===== src/rtl/fuse_pkg.sv =====
package fuse_pkg;
  localparam int REG_W = 3;
  localparam int LEN_W = 3;

  localparam logic [7:0] OPC_MOV = 8'h8B;
  localparam logic [7:0] OPC_ADD = 8'h03;
  localparam logic [7:0] OPC_SUB = 8'h2B;
  localparam logic [7:0] OPC_AND = 8'h23;
  localparam logic [7:0] OPC_OR  = 8'h0B;
  localparam logic [7:0] OPC_XOR = 8'h33;

  typedef enum logic [2:0] {
    CLS_MOV = 3'd0,
    CLS_ADD = 3'd1,
    CLS_SUB = 3'd2,
    CLS_AND = 3'd3,
    CLS_OR  = 3'd4,
    CLS_XOR = 3'd5,
    CLS_BAD = 3'd7
  } uop_cls_e;

  typedef struct packed {
    logic             is_mov;
    logic             is_alu;
    logic             reg_form;
    uop_cls_e         cls;
    logic [REG_W-1:0] rf;
    logic [REG_W-1:0] rm;
  } insn_t;

  typedef struct packed {
    uop_cls_e         cls;
    logic [REG_W-1:0] dst;
    logic [REG_W-1:0] src1;
    logic [REG_W-1:0] src2;
    logic             wflags;
    logic             fused;
    logic [LEN_W-1:0] len;
  } uop_t;
endpackage


===== src/rtl/insn_classify.sv =====
module insn_classify
  import fuse_pkg::*;
#(
  parameter int BYTE_W = 8
) (
  input  logic [BYTE_W-1:0] opc_i,
  input  logic [BYTE_W-1:0] modrm_i,
  output insn_t             insn_o
);
  always_comb begin
    insn_o          = '0;
    insn_o.cls      = CLS_BAD;
    insn_o.reg_form = (modrm_i[7:6] == 2'b11);
    insn_o.rf       = modrm_i[5:3];
    insn_o.rm       = modrm_i[2:0];
    unique case (opc_i)
      OPC_MOV: begin insn_o.is_mov = 1'b1; insn_o.cls = CLS_MOV; end
      OPC_ADD: begin insn_o.is_alu = 1'b1; insn_o.cls = CLS_ADD; end
      OPC_SUB: begin insn_o.is_alu = 1'b1; insn_o.cls = CLS_SUB; end
      OPC_AND: begin insn_o.is_alu = 1'b1; insn_o.cls = CLS_AND; end
      OPC_OR:  begin insn_o.is_alu = 1'b1; insn_o.cls = CLS_OR;  end
      OPC_XOR: begin insn_o.is_alu = 1'b1; insn_o.cls = CLS_XOR; end
      default: ;
    endcase
  end
endmodule


===== src/rtl/fuse_detect.sv =====
module fuse_detect
  import fuse_pkg::*;
(
  input  insn_t first_i,
  input  insn_t second_i,
  output uop_t  uop_o
);
  logic first_ok, can_fuse;

  assign first_ok = (first_i.is_mov | first_i.is_alu) & first_i.reg_form;
  // second src must not alias the copy's destination
  assign can_fuse = first_i.is_mov & first_i.reg_form &
                    second_i.is_alu & second_i.reg_form &
                    (first_i.rf == second_i.rf) &
                    (second_i.rm != first_i.rf);

  always_comb begin
    uop_o     = '0;
    uop_o.cls = CLS_BAD;
    uop_o.len = LEN_W'(2);
    if (can_fuse) begin
      uop_o.cls    = second_i.cls;
      uop_o.dst    = first_i.rf;
      uop_o.src1   = first_i.rm;
      uop_o.src2   = second_i.rm;
      uop_o.wflags = 1'b1;
      uop_o.fused  = 1'b1;
      uop_o.len    = LEN_W'(4);
    end else if (first_ok) begin
      uop_o.cls    = first_i.cls;
      uop_o.dst    = first_i.rf;
      uop_o.src1   = first_i.is_mov ? first_i.rm : first_i.rf;
      uop_o.src2   = first_i.rm;
      uop_o.wflags = first_i.is_alu;
    end
  end
endmodule


===== src/rtl/uop_reg.sv =====
module uop_reg #(
  parameter int W = 8
) (
  input  logic         clk_i,
  input  logic         rst_ni,
  input  logic         in_valid_i,
  output logic         in_ready_o,
  input  logic [W-1:0] in_data_i,
  output logic         out_valid_o,
  input  logic         out_ready_i,
  output logic [W-1:0] out_data_o
);
  assign in_ready_o = ~out_valid_o | out_ready_i;

  always_ff @(posedge clk_i or negedge rst_ni) begin
    if (!rst_ni) begin
      out_valid_o <= 1'b0;
      out_data_o  <= '0;
    end else if (in_ready_o) begin
      out_valid_o <= in_valid_i;
      if (in_valid_i) out_data_o <= in_data_i;
    end
  end
endmodule


===== src/rtl/mov_alu_fuser.sv =====
module mov_alu_fuser
  import fuse_pkg::*;
#(
  parameter int BYTE_W = 8
) (
  input  logic                  clk_i,
  input  logic                  rst_ni,
  input  logic [4*BYTE_W-1:0]   win_i,
  input  logic                  win_valid_i,
  output logic                  win_ready_o,
  output logic                  uop_valid_o,
  input  logic                  uop_ready_i,
  output logic [2:0]            uop_cls_o,
  output logic [REG_W-1:0]      uop_dst_o,
  output logic [REG_W-1:0]      uop_src1_o,
  output logic [REG_W-1:0]      uop_src2_o,
  output logic                  uop_wflags_o,
  output logic                  uop_fused_o,
  output logic [LEN_W-1:0]      uop_len_o
);
  localparam int N_SLOT = 2;
  localparam int UOP_W  = $bits(uop_t);

  insn_t insn [N_SLOT];
  uop_t  uop_d, uop_q;

  for (genvar s = 0; s < N_SLOT; s++) begin : g_slot
    insn_classify #(.BYTE_W(BYTE_W)) u_cls (
      .opc_i  (win_i[(2*s)*BYTE_W +: BYTE_W]),
      .modrm_i(win_i[(2*s+1)*BYTE_W +: BYTE_W]),
      .insn_o (insn[s])
    );
  end

  fuse_detect u_det (
    .first_i (insn[0]),
    .second_i(insn[1]),
    .uop_o   (uop_d)
  );

  uop_reg #(.W(UOP_W)) u_reg (
    .clk_i      (clk_i),
    .rst_ni     (rst_ni),
    .in_valid_i (win_valid_i),
    .in_ready_o (win_ready_o),
    .in_data_i  (uop_d),
    .out_valid_o(uop_valid_o),
    .out_ready_i(uop_ready_i),
    .out_data_o (uop_q)
  );

  assign uop_cls_o    = uop_q.cls;
  assign uop_dst_o    = uop_q.dst;
  assign uop_src1_o   = uop_q.src1;
  assign uop_src2_o   = uop_q.src2;
  assign uop_wflags_o = uop_q.wflags;
  assign uop_fused_o  = uop_q.fused;
  assign uop_len_o    = uop_q.len;
endmodule


===== config.mk =====
export PLATFORM = sky130hd
export DESIGN_NAME = mov_alu_fuser
export DESIGN_NICKNAME = d
export VERILOG_FILES = /design/src/rtl/fuse_pkg.sv /design/src/rtl/insn_classify.sv /design/src/rtl/fuse_detect.sv /design/src/rtl/uop_reg.sv /design/src/rtl/mov_alu_fuser.sv
export SDC_FILE = /design/constraint.sdc
export NUM_CORES = 1
export LEC_CHECK = 0
export BUFFER_PORTS_ARGS = -buffer_cell sky130_fd_sc_hd__buf_2
export CELL_PAD_IN_SITES_DETAIL_PLACEMENT = 1
export CELL_PAD_IN_SITES_GLOBAL_PLACEMENT = 1
export CORE_MARGIN = 3
export CORE_UTILIZATION = 33
export DETAILED_ROUTE_END_ITERATION = 16
export HOLD_SLACK_MARGIN = 0.02
export PLACE_DENSITY = 0.88
export SLEW_MARGIN = 5
export SYNTH_ARGS = -nofsm -noshare
export SYNTH_HDL_FRONTEND = slang
export SYNTH_SLANG_ARGS = --single-unit
export TNS_END_PERCENT = 20

===== constraint.sdc =====
create_clock -name clk_i -period 2 [get_ports clk_i]
set_input_delay 0 -clock clk_i [delete_from_list [all_inputs] [get_ports clk_i]]
set_output_delay 0 -clock clk_i [all_outputs]
set_load 0.02 [all_outputs]

==> metrics.md <==
| Metric | Value |
|---|---|
| Clock latency on the worst-skew pair | 0.28 ns |
| Post-synthesis cell count | 114 |
| Static Leak | 0.000674 uW |
| WL/cell | 15.9 um |
| Initial antenna violation count | 0 |
| Critical path buffers and inverters | 2 |
| Final Hold Viols | 0 |
| Yosys top cell area share | 39.6% |
| Die width | 61.4 um |
| DRT iter0 DRCs | 34 |
| Final HPWL DP | 2630 um |
| Clock tree sinks | 16 |
| Max Root-Sink Buffers | 2 |
| Die Ht | 61.4 um |
| CP cell instances | dlygate4sd3_1 -> buf_2 -> xor2_1 -> a2111oi_2 -> nand4bb_1 -> nor4_2 -> nor3_1 |
| Fin crit share | 91.2% |
| CTS tree | yes |
| Fin nets | 214 |
| CTS buffer count | 3 |
| Synth Register Bits | 16 |
| Average cell area after synthesis | 8.88 sq um |
| Critical Path Max Stage Delay | 0.53 ns |
| HP Class | in -> reg |
| Worst reg-to-reg path cell count | 5 |
| Layout area overhead | 40.5% |
| CP Max Fanout | 7 |
| GP Congestion | 0.850 |
| DR vias/cell | 5.41 |
| Crit path kind | in -> reg |
| Residual DRC | 0 |
| Yosys warnings | 0 |
| Mapped Area | 1010 sq um |
| Final Skew | 0.00713 ns |
| Seq/Total Area, Yosys | 39.6% |
| Top Family by Delay on Critical Path | simple AND/OR/NAND/NOR gates |
| Netlist cell types | 31 |
| IO Port Bufs | 53 |
| Vias | 1,120 |
| Core area | 2830 sq um |
| Pin count of the biggest net entering global routing | 17 |
| Fmax | 548 MHz |
| Total global-route track usage | 19.5% |
| Vias in the first global route | 1,196 |
| Max-Cap Viols | 0 |
| # diodes | 0 |
| CP endpoint kind | flip-flop |
| PD cells | 472 nW/um^2 |
| H-tree depth | 1 |
| Period minus WS final | 1.82 ns |
| CP required | 2.17 ns |
| Crit start category | input pin |
| RSZ-0062 raised after global routing | false |
| Synth Net Count | 150 |
| First-pass GRT wire length | 5450 um |
| Setup WS pre-CTS | 0.375 ns |
| Final Max Slew Viols | 0 |
| Num ports | 55 |
| Worst vdd ir | 178 uV |
| Initial core utilization | 35.8% |
| Final setup violation count | 0 |
| PnR worst setup slack | 0.175 ns |
| Hold Path Depth | 2 |
| ANT nets after route | 0 |
| Dominant cell type by area after synthesis | dfrtp_1 |
| Final setup TNS | 0 ns |
| Clk pin slew, worst setup/hold paths | 0.09 ns |
| Crit path max-delay cell type | dlygate4sd3_1 |
| Share of cells above drive strength 1 | 36.4% |
| Synth area leaders | dfrtp_1, nor2_1, xor2_1, nor3_1, nand2_1 |
| Crit path DAT | 2.00 ns |
| Grt total ovfl | 0 |
| CTS root buffer | clkbuf_4 |
| Die area | 3770 sq um |
| Standard-cell rows | 19 |
| WP depth | 7 |
| DR pass1 iterations | 4 |
| Final WL | 3290 um |
| FILL cells | 350 |
| Outcome | finished, final reports clean |
## cells by family (layout without fill, tap and decap cells)
logic type	count (synthesis)	in the layout	share of synthesized area, %
flip-flops	16	16	39.6
AND/OR/NAND/NOR	65	65	36.5
AO/OA/AOI/OAI	19	19	14.5
XOR/XNOR	7	7	6.06
buffers and inverters	6	68	3.09
other	1	1	0.370
## path summary, 6_finish.rpt
kind	startpoint	end	slack, ns
max	win_i[12]	u_reg.out_data_o[15]	0.18
min	win_i[13]	u_reg.out_data_o[10]	0.04
max reg2reg	u_reg.out_valid_o	u_reg.out_data_o[8]	0.50
min reg2reg	u_reg.out_data_o[4]	u_reg.out_data_o[4]	0.47
max in group asynchronous	rst_ni	u_reg.out_data_o[5]	1.56
min in group asynchronous	rst_ni	u_reg.out_data_o[12]	0.17
## Yosys cell counts
master / count
nor3_1: 10
buf_4: 2
clkbuf_1: 3
nand2_1: 13
nor3b_1: 1
nor3b_4: 1
xor2_1: 6
xnor2_1: 1
conb_1: 1
dfrtp_1: 16
nor4_2: 1
a221o_1: 3
a21o_1: 1
and2_1: 4
or4_1: 2
buf_2: 1
a21oi_1: 3
a211oi_1: 1
nand2b_1: 6
a31oi_1: 4
o21ai_0: 1
o21a_1: 1
nor2_1: 16
and4bb_2: 2
nand4bb_1: 2
nand3_1: 3
nand4_2: 1
nor2b_1: 3
o211ai_1: 1
a22o_1: 3
a2111oi_2: 1
## metrics by stage
step	utilization (%)	hold WS [ns]	instance area [sq um]	power [uW]	std cells
5_1_grt	50.3	0.0291	1420	717	207
6_report	50.3	0.0353	1420	671	207
3_3_place_gp	46.0	-0.0731	1300	489	194
2_1_floorplan	-	-0.296	1010	415	114
3_5_place_dp	46.0	-0.0645	1300	496	194
4_1_cts	50.3	0.0329	1420	678	207
## state kept, by name (all words and copies together) (netlist names)
name,flops
u_reg.out_data_o,15
u_reg.out_valid_o,1
## routing by layer
metal | part of all wire (%) | GRT usage, % | up-vias
met5 | 0 | 0 | -
li1 | - | - | 530
met4 | 0.12 | 4.55 | 0
met1 | 41 | 23.2 | 550
met3 | 5.0 | 2.52 | 2
met2 | 54 | 36.9 | 38
## worst register-to-register path, cell delays in order (launching register included)
cell and delay [ns]:
dfrtp_1 0.38, nand2b_1 0.13, and2_1 0.20, o211ai_1 0.16, a31oi_1 0.34, a221o_1 0.22
## where the power goes
group	total (uW)	leakage [uW]	switching (uW)	internal, uW
clock network	165	0.0000138	94.9	69.8
logic	169	0.000466	94.2	74.8
registers	338	0.000194	4.75	333
## placed cells by master, fill, tap and decap left out, drive strengths merged, types with 2 or more instances in the layout
| cell type | count |
|---|---|
| a21oi | 3 |
| a221o | 3 |
| a22o | 3 |
| a31oi | 4 |
| and2 | 4 |
| and4bb | 2 |
| buf | 55 |
| clkbuf | 3 |
| dfrtp | 16 |
| dlygate4sd3 | 10 |
| nand2 | 13 |
| nand2b | 6 |
| nand3 | 3 |
| nand4bb | 2 |
| nor2 | 16 |
| nor2b | 3 |
| nor3 | 10 |
| nor3b | 2 |
| or4 | 2 |
| xor2 | 6 |
## area by class of cell
cell class	count	area [sq um]	area share [%]
multi-input cells	92	581	40.8
flip-flops and latches	16	400	28.1
repair buffers	65	380	26.7
well taps	31	38.8	2.73
clock buffers	3	22.5	1.58
## what timing repair did
item,4_1_cts,5_1_grt
endpoints found under the hold margin,22,0
resized for setup,0,0
hold buffers,10,0
setup buffers,0,0
No activity file was read; power rests on OpenSTA's default activity.
